[src/rtl/clkctl_pkg.sv]
package clkctl_pkg;

  typedef enum logic [2:0] {
    ST_IDLE,
    ST_RX,
    ST_ACKOUT,
    ST_TX,
    ST_ACKIN
  } busState_t;

  typedef enum logic [1:0] {
    PH_ADDR,
    PH_CMD,
    PH_CNT,
    PH_DATA
  } wrPhase_t;

  // strobes from control to datapath, each valid for one clk cycle
  typedef struct packed {
    logic rxShift;     // shift sampled SDA into receive byte
    logic idxClear;    // reset the register pointer
    logic wrCommit;    // store received byte at pointer, advance
    logic txLoad;      // load next transmit byte
    logic txSelCount;  // with txLoad: load the byte count instead
    logic txShift;     // advance transmit byte by one bit
  } dpStrobe_t;

endpackage

[src/rtl/clkctl_busfront.sv]
module clkctl_busfront #(
  parameter int SYNC_STAGES = 2
) (
  input  logic clk,
  input  logic rstN,
  input  logic sclIn,
  input  logic sdaIn,
  output logic sclS,
  output logic sdaS,
  output logic sclRise,
  output logic sclFall,
  output logic startDet,
  output logic stopDet
);

  logic [SYNC_STAGES-1:0] sclChain;
  logic [SYNC_STAGES-1:0] sdaChain;
  logic sclPrev;
  logic sdaPrev;

  generate
    if (SYNC_STAGES == 1) begin : g_single
      always_ff @(posedge clk or negedge rstN) begin
        if (!rstN) begin
          sclChain <= '1;
          sdaChain <= '1;
        end else begin
          sclChain <= sclIn;
          sdaChain <= sdaIn;
        end
      end
    end else begin : g_chain
      always_ff @(posedge clk or negedge rstN) begin
        if (!rstN) begin
          sclChain <= '1;
          sdaChain <= '1;
        end else begin
          sclChain <= {sclChain[SYNC_STAGES-2:0], sclIn};
          sdaChain <= {sdaChain[SYNC_STAGES-2:0], sdaIn};
        end
      end
    end
  endgenerate

  assign sclS = sclChain[SYNC_STAGES-1];
  assign sdaS = sdaChain[SYNC_STAGES-1];

  always_ff @(posedge clk or negedge rstN) begin
    if (!rstN) begin
      sclPrev <= 1'b1;
      sdaPrev <= 1'b1;
    end else begin
      sclPrev <= sclS;
      sdaPrev <= sdaS;
    end
  end

  assign sclRise  = sclS & ~sclPrev;
  assign sclFall  = ~sclS & sclPrev;
  assign startDet = sclS & sclPrev & sdaPrev & ~sdaS;
  assign stopDet  = sclS & sclPrev & ~sdaPrev & sdaS;

endmodule

[src/rtl/clkctl_ctrl.sv]
module clkctl_ctrl
  import clkctl_pkg::*;
#(
  parameter logic [6:0] DEV_ADDR = 7'h69
) (
  input  logic      clk,
  input  logic      rstN,
  input  logic      sclS,
  input  logic      sdaS,
  input  logic      sclRise,
  input  logic      sclFall,
  input  logic      startDet,
  input  logic      stopDet,
  input  logic [7:0] rxByte,
  input  logic      txMsb,
  output dpStrobe_t strobe,
  output logic      sdaDriveLow
);

  localparam int BITS_PER_BYTE = 8;
  localparam int CNT_W = $clog2(BITS_PER_BYTE + 1);

  busState_t        state, stateNext;
  wrPhase_t         phase, phaseNext;
  logic [CNT_W-1:0] bitCnt, bitCntNext;
  logic             byteDone, byteDoneNext;
  logic             isRead, isReadNext;
  logic             firstTx, firstTxNext;

  always_comb begin
    stateNext    = state;
    phaseNext    = phase;
    bitCntNext   = bitCnt;
    byteDoneNext = byteDone;
    isReadNext   = isRead;
    firstTxNext  = firstTx;
    strobe       = '0;

    if (stopDet) begin
      stateNext = ST_IDLE;
    end else if (startDet) begin
      stateNext    = ST_RX;
      phaseNext    = PH_ADDR;
      bitCntNext   = '0;
      byteDoneNext = 1'b0;
    end else begin
      unique case (state)
        ST_IDLE: ;
        ST_RX: begin
          if (sclRise && !byteDone) begin
            strobe.rxShift = 1'b1;
            bitCntNext     = bitCnt + 1'b1;
            if (bitCnt == CNT_W'(BITS_PER_BYTE - 1)) byteDoneNext = 1'b1;
          end
          if (sclFall && byteDone) begin
            byteDoneNext = 1'b0;
            bitCntNext   = '0;
            unique case (phase)
              PH_ADDR: begin
                if (rxByte[7:1] == DEV_ADDR) begin
                  stateNext       = ST_ACKOUT;
                  isReadNext      = rxByte[0];
                  firstTxNext     = 1'b1;
                  phaseNext       = PH_CMD;
                  strobe.idxClear = 1'b1;
                end else begin
                  stateNext = ST_IDLE;
                end
              end
              PH_CMD: begin
                phaseNext = PH_CNT;
                stateNext = ST_ACKOUT;
              end
              PH_CNT: begin
                phaseNext = PH_DATA;
                stateNext = ST_ACKOUT;
              end
              PH_DATA: begin
                strobe.wrCommit = 1'b1;
                stateNext       = ST_ACKOUT;
              end
              default: stateNext = ST_IDLE;
            endcase
          end
        end
        ST_ACKOUT: begin
          if (sclFall) begin
            bitCntNext = '0;
            if (isRead) begin
              stateNext         = ST_TX;
              strobe.txLoad     = 1'b1;
              strobe.txSelCount = firstTx;
              firstTxNext       = 1'b0;
            end else begin
              stateNext = ST_RX;
            end
          end
        end
        ST_TX: begin
          if (sclRise) bitCntNext = bitCnt + 1'b1;
          if (sclFall) begin
            if (bitCnt == CNT_W'(BITS_PER_BYTE)) begin
              stateNext  = ST_ACKIN;
              bitCntNext = '0;
            end else begin
              strobe.txShift = 1'b1;
            end
          end
        end
        ST_ACKIN: begin
          if (sclRise && sdaS) begin
            stateNext = ST_IDLE;
          end else if (sclFall) begin
            stateNext     = ST_TX;
            strobe.txLoad = 1'b1;
          end
        end
        default: stateNext = ST_IDLE;
      endcase
    end
  end

  always_ff @(posedge clk or negedge rstN) begin
    if (!rstN) begin
      state    <= ST_IDLE;
      phase    <= PH_ADDR;
      bitCnt   <= '0;
      byteDone <= 1'b0;
      isRead   <= 1'b0;
      firstTx  <= 1'b0;
    end else begin
      state    <= stateNext;
      phase    <= phaseNext;
      bitCnt   <= bitCntNext;
      byteDone <= byteDoneNext;
      isRead   <= isReadNext;
      firstTx  <= firstTxNext;
    end
  end

  assign sdaDriveLow = (state == ST_ACKOUT) || ((state == ST_TX) && !txMsb);

  // a STOP always returns the control to idle
  assert_stop_idle_R10: assert property (@(posedge clk) disable iff (!rstN)
    stopDet |=> (state == ST_IDLE));

  // a new pull-low never begins while the synchronised SCL is high
  assert_drive_scl_low_R11: assert property (@(posedge clk) disable iff (!rstN)
    $rose(sdaDriveLow) |-> !sclS);

  // a START always restarts address reception from bit 0
  assert_start_addr_R10: assert property (@(posedge clk) disable iff (!rstN)
    (startDet && !stopDet) |=> (state == ST_RX && phase == PH_ADDR && bitCnt == '0));

endmodule

[src/rtl/clkctl_datapath.sv]
module clkctl_datapath
  import clkctl_pkg::*;
#(
  parameter int         NUM_REGS  = 6,
  parameter logic [7:0] REG0_INIT = 8'h00,
  parameter logic [7:0] REGN_INIT = 8'hFF,
  parameter logic [7:0] FILL_BYTE = 8'hFF
) (
  input  logic                  clk,
  input  logic                  rstN,
  input  dpStrobe_t             strobe,
  input  logic                  sdaS,
  output logic [7:0]            rxByte,
  output logic                  txMsb,
  output logic [NUM_REGS*8-1:0] regBus
);

  localparam int PTR_W = $clog2(NUM_REGS + 1);
  localparam int IDX_W = (NUM_REGS > 1) ? $clog2(NUM_REGS) : 1;
  localparam logic [PTR_W-1:0] PTR_END = PTR_W'(NUM_REGS);
  localparam logic [7:0] COUNT_BYTE = 8'(NUM_REGS);

  logic [NUM_REGS-1:0][7:0] regFile;
  logic [PTR_W-1:0]         ptr;
  logic [7:0]               txByte;
  logic                     inRange;
  logic [IDX_W-1:0]         idx;
  logic [7:0]               rdValue;

  assign inRange = (ptr < PTR_END);
  assign idx     = IDX_W'(ptr);
  assign rdValue = inRange ? regFile[idx] : FILL_BYTE;

  always_ff @(posedge clk or negedge rstN) begin
    if (!rstN) rxByte <= '0;
    else if (strobe.rxShift) rxByte <= {rxByte[6:0], sdaS};
  end

  always_ff @(posedge clk or negedge rstN) begin
    if (!rstN) begin
      ptr <= '0;
    end else if (strobe.idxClear) begin
      ptr <= '0;
    end else if ((strobe.wrCommit || (strobe.txLoad && !strobe.txSelCount)) && inRange) begin
      ptr <= ptr + 1'b1;
    end
  end

  always_ff @(posedge clk or negedge rstN) begin
    if (!rstN) begin
      txByte <= 8'hFF;
    end else if (strobe.txLoad) begin
      txByte <= strobe.txSelCount ? COUNT_BYTE : rdValue;
    end else if (strobe.txShift) begin
      txByte <= {txByte[6:0], 1'b1};
    end
  end

  assign txMsb = txByte[7];

  generate
    for (genvar g = 0; g < NUM_REGS; g++) begin : g_reg
      localparam logic [7:0] INIT = (g == 0) ? REG0_INIT : REGN_INIT;
      logic hit;
      assign hit = strobe.wrCommit && inRange && (idx == IDX_W'(g));
      always_ff @(posedge clk or negedge rstN) begin
        if (!rstN) regFile[g] <= INIT;
        else if (hit) regFile[g] <= rxByte;
      end
    end
  endgenerate

  assign regBus = regFile;

  // registers only move on a committed data byte
  assert_hold_R10: assert property (@(posedge clk) disable iff (!rstN)
    !strobe.wrCommit |=> $stable(regFile));

  // commits beyond the last register are dropped
  assert_drop_extra_R9: assert property (@(posedge clk) disable iff (!rstN)
    (strobe.wrCommit && !inRange) |=> $stable(regFile));

  // the first data byte lands in register 0
  assert_first_reg_R3: assert property (@(posedge clk) disable iff (!rstN)
    (strobe.wrCommit && ptr == '0) |=> (regFile[0] == $past(rxByte)));

endmodule

[src/rtl/clkctl_i2c_slave.sv]
module clkctl_i2c_slave
  import clkctl_pkg::*;
#(
  parameter int         NUM_REGS    = 6,
  parameter logic [6:0] DEV_ADDR    = 7'h69,
  parameter logic [7:0] REG0_INIT   = 8'h00,
  parameter logic [7:0] REGN_INIT   = 8'hFF,
  parameter logic [7:0] FILL_BYTE   = 8'hFF,
  parameter int         SYNC_STAGES = 2
) (
  input  logic                  clk,
  input  logic                  rstN,
  input  logic                  sclIn,
  input  logic                  sdaIn,
  output logic                  sdaDriveLow,
  output logic [NUM_REGS*8-1:0] regBus
);

  logic      sclS, sdaS, sclRise, sclFall, startDet, stopDet;
  logic [7:0] rxByte;
  logic      txMsb;
  dpStrobe_t strobe;

  clkctl_busfront #(.SYNC_STAGES(SYNC_STAGES)) u_front (
    .clk(clk), .rstN(rstN), .sclIn(sclIn), .sdaIn(sdaIn),
    .sclS(sclS), .sdaS(sdaS), .sclRise(sclRise), .sclFall(sclFall),
    .startDet(startDet), .stopDet(stopDet)
  );

  clkctl_ctrl #(.DEV_ADDR(DEV_ADDR)) u_ctrl (
    .clk(clk), .rstN(rstN), .sclS(sclS), .sdaS(sdaS),
    .sclRise(sclRise), .sclFall(sclFall), .startDet(startDet), .stopDet(stopDet),
    .rxByte(rxByte), .txMsb(txMsb), .strobe(strobe), .sdaDriveLow(sdaDriveLow)
  );

  clkctl_datapath #(
    .NUM_REGS(NUM_REGS), .REG0_INIT(REG0_INIT),
    .REGN_INIT(REGN_INIT), .FILL_BYTE(FILL_BYTE)
  ) u_dp (
    .clk(clk), .rstN(rstN), .strobe(strobe), .sdaS(sdaS),
    .rxByte(rxByte), .txMsb(txMsb), .regBus(regBus)
  );

endmodule

[config.mk]
export PLATFORM = sky130hd
export DESIGN_NAME = clkctl_i2c_slave
export DESIGN_NICKNAME = d
export VERILOG_FILES = /design/src/rtl/clkctl_pkg.sv /design/src/rtl/clkctl_busfront.sv /design/src/rtl/clkctl_ctrl.sv /design/src/rtl/clkctl_datapath.sv /design/src/rtl/clkctl_i2c_slave.sv
export SDC_FILE = /design/constraint.sdc
export NUM_CORES = 1
export LEC_CHECK = 0
export CORE_MARGIN = 4
export CORE_UTILIZATION = 50
export CTS_BUF_LIST = sky130_fd_sc_hd__clkbuf_8 sky130_fd_sc_hd__clkbuf_16
export DETAILED_ROUTE_END_ITERATION = 16
export DONT_BUFFER_PORTS = 1
export GPL_TIMING_DRIVEN = 1
export PLACE_DENSITY_LB_ADDON = 0.12
export SLEW_MARGIN = 20
export SYNTH_ARGS = -nofsm -noshare
export SYNTH_HDL_FRONTEND = slang
export SYNTH_SLANG_ARGS = --single-unit
export TNS_END_PERCENT = 100
[constraint.sdc]
create_clock -name clk -period 3.37 [get_ports clk]
set_input_delay 0.1685 -clock clk [delete_from_list [all_inputs] [get_ports clk]]
set_output_delay 0.1685 -clock clk [all_outputs]
set_load 0.03 [all_outputs]
==> summary.md, run 1 <==
| Metric | Value |
|---|---|
| Outcome | `finished clean` |
| FF-to-FF setup slack | `1090 ps` |
| Hold_sp | `sclIn` |
| Drt initial violations | `151` |
| Synth warn | `0` |
| Layout cells sized above 1 | `0.422` |
| Most Crowded Layer GR | `met1` |
| Top cell type's share of synthesized area | `0.323` |
| Worst clock skew | `11.5 ps` |
| Tot GR Track Use | `0.208` |
| R2R depth | `4` |
| Hold Worst Slack | `350 ps` |
| H-tree lvl count | `3` |
| Fillers | `697` |
| Worst EP arrival | `2560 ps` |
| Clock Tree Buf Depth | `2` |
| RSZ-0062 raised after global routing | `false` |
| Yosys top cell by area | `dfstp_2` |
| Top Ports | `53` |
| Library cell with the highest instance count after synthesis | `mux2_2` |
| Clk sinks | `85` |
| GR Util met2 | `0.294` |
| Final period util | `0.677` |
| Top cells by count, synth | `mux2_2, dfstp_2, dfrtp_1` |
| Critical Path Source Type | `flip-flop` |
| Worst-path clk slew | `90 ps` |
| PortBufs | `0` |
| Slew headroom | `0.485` |
| Fin Setup TNS | `0 ps` |
| Area contributors post-synth | `dfstp_2, dfrtp_1, mux2_2` |
| Post-route ant nets | `0` |
| Synth Register Bits | `85` |
| Met1 usage | `0.304` |
| CTS buffer count | `9` |
| Vias in the first global route | `2,845` |
| MaxCap Viol Count | `0` |
| Slew Limit Fails | `0` |
| Area Growth Syn to Fin | `8.24%` |
| Core ar. | `8380 sq um` |
| Grt met3 use | `0.0709` |
| Initial antenna violation count | `0` |
| Syn avg cell area | `12.7 sq um` |
| Sequential area share after synthesis | `0.500` |
| Hold depth | `1` |
| Distinct cell type count after synthesis | `55` |
| Post-layout minimum cycle time | `2280 ps` |
| # setup viols final | `0` |
| Endpoint, Worst Hold | `u_front.sclChain[0]` |
| Residual DRC | `0` |
| Max Fanout on Critical Path | `14` |
| Worst-Skew Late Latency | `360 ps` |
| Vias | `2,789` |
| Max IR drop VDD | `0.342 mV` |
| Die Y | `102 microns` |
| Asr flop ratio synth | `1.00` |
| Placement Cell Area | `4470 sq um` |
| Row cnt | `33` |
| Drt pass-1 iters | `4` |
| Max Fclk | `438 MHz` |
| CTS tree | `done` |
| Final Cell Area | `4750 sq um` |
| RR Startpoint | `u_ctrl.state[0]` |
| RD Place Congestion | `0.807` |
| Post-synth EDFFs | `0` |
| Hpwl dp | `6870 microns` |
| Pin count of the biggest net entering global routing | `86` |
| Total gr overflow | `0` |
| # diodes | `0` |
| Post-CTS Setup Inserts | `0` |
| Mapped cell area | `4390 sq um` |
| Via density | `6.09` |
| Root Buffer | `clkbuf_8` |
| Crit. End Element | `flip-flop` |
| Chip Width | `102 microns` |
| Synth Instances | `345` |
| Synthesized net count | `362` |
| # hold bufs at CTS | `4` |
| PostCTS Resize Cnt | `0` |
| Top FF cell, synth | `dfstp_2` |
| WL final | `9880 microns` |
| Least-Margin Pin Slew | `769 ps` |
| Global-route wire length before repair | `16,200 microns` |
| Final hold violations | `0` |
| Die area | `10,300 sq um` |
| Pwr/cell area | `586 nW/um^2` |
| Nets | `365` |
| Placed cell count | `438` |
| CP required | `3650 ps` |
| Starting Density | `0.523` |
| Leak | `2.06 nW` |
| Routed WL per cell | `21.6 microns` |
| Post-route insts no fill | `458` |
| Reg2reg end | `u_dp.regBus[25]` |
| CP Class | `reg -> reg` |
| Min-Delay Path Class | `in -> reg` |
## critical path: stages, from the launching register on
cell and delay, ps:
dfrtp_1 630, or3b_1 570, nor3_4 390, nand3_4 250, mux2_1 370
## cells by family (layout without fill, tap and decap cells)
| kind of cell | after synthesis | after routing | synth area share |
|---|---|---|---|
| AO/OA/AOI/OAI | 60 | 60 | 0.0876 |
| flip-flops | 85 | 85 | 0.500 |
| buffers and inverters | 26 | 34 | 0.0251 |
| adder cells (fa/ha/maj) | 13 | 13 | 0.0371 |
| multiplexers | 87 | 87 | 0.239 |
| XOR/XNOR | 3 | 3 | 0.00599 |
| AND/OR/NAND/NOR | 71 | 71 | 0.105 |
## per-stage QoR
stage	setup slack (ps)	total power, mW	util
3_5_place_dp	1120	2.00	0.533
2_1_floorplan	1530	1.83	-
3_3_place_gp	1170	1.98	0.533
6_report	1090	2.78	0.567
4_1_cts	1090	2.80	0.567
5_1_grt	975	2.97	0.567
## layout by cell type (no fill, tap or decap), drive strengths merged, types with 3 or more instances in the layout
cell	count
ha	13
mux2	62
nand2b	5
clkbuf	13
nor3	4
a211oi	5
o21ai	15
mux2i	17
o22ai	4
nor2b	3
a21oi	16
inv	15
nand3b	4
dlygate4sd3	3
dfrtp	31
o31ai	3
buf	3
mux4	8
nor2	14
dfstp	54
nand3	10
nand2	14
## state kept, by name (all words and copies together), names as in the netlist
register          count
u_ctrl.phase          2
u_front.sclPrev       1
u_front.sdaChain      2
u_front.sdaPrev       1
u_ctrl.state          3
u_ctrl.byteDone       1
u_dp.rxByte           8
u_ctrl.isRead         1
u_ctrl.firstTx        1
u_dp.regBus          48
u_front.sclChain      2
u_dp.txByte           8
u_ctrl.bitCnt         4
u_dp.idx              3
## layer usage
layer	up-vias	share of wire
met3	9	0.076
li1	1277	-
met5	-	0
met1	1434	0.46
met2	69	0.45
met4	0	0.013
## power breakdown
part | switching, mW | internal [mW] | total [mW]
combinational | 0.326 | 0.272 | 0.598
clock | 0.373 | 0.402 | 0.775
sequential | 0.257 | 1.15 | 1.41
total | 0.956 | 1.83 | 2.78
## how the worst max path moves through the flow
| stage | from | end | slack (ps) | cells past startpoint |
|---|---|---|---|---|
| 3_3_place_gp | u_ctrl.state[0] | u_dp.regBus[25] | 1170 | 4 |
| 5_1_grt | u_ctrl.state[0] | u_dp.regBus[25] | 970 | 4 |
| 3_5_place_dp | u_ctrl.state[0] | u_dp.regBus[25] | 1120 | 4 |
| 2_1_floorplan | u_dp.idx[0] | u_dp.regBus[0] | 1530 | 6 |
| 6_report | u_ctrl.state[0] | u_dp.regBus[25] | 1090 | 4 |
| 4_1_cts | u_ctrl.state[0] | u_dp.regBus[25] | 1090 | 4 |
## area by class of cell
type | instances | area (sq um) | area share
clock inverters | 3 | 21.3 | 0.00448
inverters | 12 | 45.0 | 0.00949
multi-input cells | 234 | 2080 | 0.438
clock buffers | 13 | 201 | 0.0424
flip-flops and latches | 85 | 2190 | 0.462
well taps | 105 | 131 | 0.0277
repair buffers | 6 | 72.6 | 0.0153
Power figures use the tool's default switching activity.
==> inputs of run 2 (changes only) <==
- clock period: 3.37 -> 1.9 ns (I/O delays scaled with it)
==> summary.md, run 2 (synthesized netlist as in run 1, its figures left out) <==
| Metric | Value |
|---|---|
| Worst-path clk slew | `100 ps (about the same)` |
| Min-Delay Path Class | `in -> async` |
| MaxCap Viol Count | `0 (unchanged)` |
| Final period util | `0.997 (+0.320)` |
| Most common cell after layout, fill and taps aside | `mux2_2` |
| # setup viols final | `0 (unchanged)` |
| Core ar. | `8380 sq um (unchanged)` |
| Clock Tree Buf Depth | `2 (unchanged)` |
| Worst EP arrival | `2140 ps (-420 ps)` |
| Top Ports | `53 (unchanged)` |
| Hpwl dp | `7030 microns (+2.3%)` |
| WL final | `9860 microns (-0.20%)` |
| Max reg flops | `48 (unchanged)` |
| RD Place Congestion | `0.802 (-0.61%)` |
| Worst clock skew | `15.4 ps (+3.82 ps)` |
| Die Y | `102 microns (unchanged)` |
| Row cnt | `33 (unchanged)` |
| Vias | `2,953 (+5.9%)` |
| Initial antenna violation count | `0 (unchanged)` |
| Die area | `10,300 sq um (unchanged)` |
| CTS buffer count | `9 (unchanged)` |
| Root Buffer | `clkbuf_8` |
| Power, Total | `5.25 mW (+88%)` |
| # diodes | `0 (unchanged)` |
| Residual DRC | `0 (unchanged)` |
| Post-layout minimum cycle time | `1890 ps (-388 ps)` |
| PortBufs | `0 (unchanged)` |
| Outcome | `finished, violations left` |
| Nets | `416 (+14%)` |
| CTS tree | `done` |
| H-tree lvl count | `3 (unchanged)` |
| Fin util | `0.621 (+0.0540)` |
| Slew Limit Fails | `0 (unchanged)` |
| Max Fclk | `528 MHz (+20%)` |
| Violations in the final reports | `negative hold slack` |
| Slew headroom | `0.743 (+0.258)` |
| Drt pass-1 iters | `4 (unchanged)` |
| Layout cells sized above 1 | `0.530 (+0.108)` |
| Critical Path Source Type | `flip-flop` |
| Leak | `2.35 nW (+14%)` |
| Clk sinks | `85 (unchanged)` |
| Routed WL per cell | `19.4 microns (-10%)` |
| Hold Worst Slack | `-574 ps (-924 ps)` |
| Final hold violations | `85 (+85)` |
| Least-Margin Pin Slew | `385 ps (-384 ps)` |
| Drt initial violations | `126 (-17%)` |
| Most frequent cells in the layout | `mux2_2, dfstp_2, buf_4, dfrtp_1, mux2i_1` |
| Area Growth Syn to Fin | `18.6%` |
| Starting Density | `0.523 (unchanged)` |
| Chip Width | `102 microns (unchanged)` |
| Global-route wire length before repair | `15,700 microns (-3.4%)` |
| Max Fanout on Critical Path | `6 (-8)` |
| Vias in the first global route | `3,021 (+6.2%)` |
| # hold bufs at CTS | `2 (-2)` |
| Placed cell count | `486 (+11%)` |
| CP Class | `reg -> reg` |
| Post-route ant nets | `0 (unchanged)` |
| Tot GR Track Use | `0.202 (-0.00605)` |
| CP required | `2140 ps (-1510 ps)` |
| Max IR drop VDD | `0.524 mV (+53%)` |
| Pin count of the biggest net entering global routing | `86 (unchanged)` |
| Post-route insts no fill | `509 (+11%)` |
| Via density | `5.80 (-4.7%)` |
| RSZ-0062 raised after global routing | `true` |
| Placement Cell Area | `4840 sq um (+8.3%)` |
| Final Cell Area | `5200 sq um (+9.5%)` |
| Crit. End Element | `flip-flop` |
| Total gr overflow | `0 (unchanged)` |
| Pwr/cell area | `1010 nW/um^2 (+72%)` |
| Worst-Skew Late Latency | `360 ps (about the same)` |
-- run 2: what timing repair did --
item / in CTS / in global routing
buffers inserted: 1 / 4
gates resized for setup: 4 / 22
hold endpoints to repair: 87 / 85
pin swaps: 1 / 8
setup endpoints to repair: 18 / 46
-- run 2: where the power goes --
part           leakage [nW]  switching [mW]  internal (mW)
Clock                0.0990           0.682          0.615
Combinational          1.29           0.904          0.807
Sequential            0.967           0.190           2.05
-- run 2: per-layer routing --
metal  up-vias  part of all wire  track usage
met5         -                 0            0
met4         0             0.015       0.0685
met3        12             0.075       0.0668
met2        79              0.45        0.290
met1      1486              0.46        0.287
li1       1376                 -            -
-- run 2: final timing paths --
check,from,endpoint,slack [ps],depth (start not counted)
max,u_front.sclPrev,u_ctrl.bitCnt[0],5,6
min,rstN,u_dp.regBus[7],-570,0
max reg2reg,u_front.sclPrev,u_ctrl.bitCnt[0],5,6
min reg2reg,u_front.sdaChain[0],u_front.sdaChain[1],360,0
max in group asynchronous,rstN,u_front.sdaPrev,2220,0
min in group clk,sdaIn,u_front.sdaChain[0],280,1
-- run 2: critical path: stages (launching register included) --
cell and delay, ps:
dfstp_2 590, buf_6 120, nand3b_1 80, a41oi_2 250, a21oi_2 100, a311o_1 380
mux2_4 270
-- run 2: through the flow --
| stage | setup slack (ps) | TNS (ps) |
|---|---|---|
| 5_1_grt | -76.0 | -155 |
| 3_3_place_gp | -25.0 | -25.0 |
| 2_1_floorplan | 61.9 | 0 |
| 6_report | 5.43 | 0 |
| 4_1_cts | -23.6 | -227 |
| 3_5_place_dp | -15.6 | -15.6 |
-- run 2: final cells by class --
| class | instances | area, sq um |
|---|---|---|
| clock buffers | 9 | 124 |
| clock inverters | 7 | 73.8 |
| fillers | 667 | 3180 |
| inverters | 12 | 45.0 |
| multi-input cells | 234 | 2180 |
| flip-flops and latches | 85 | 2190 |
| well taps | 105 | 131 |
| repair buffers | 57 | 453 |
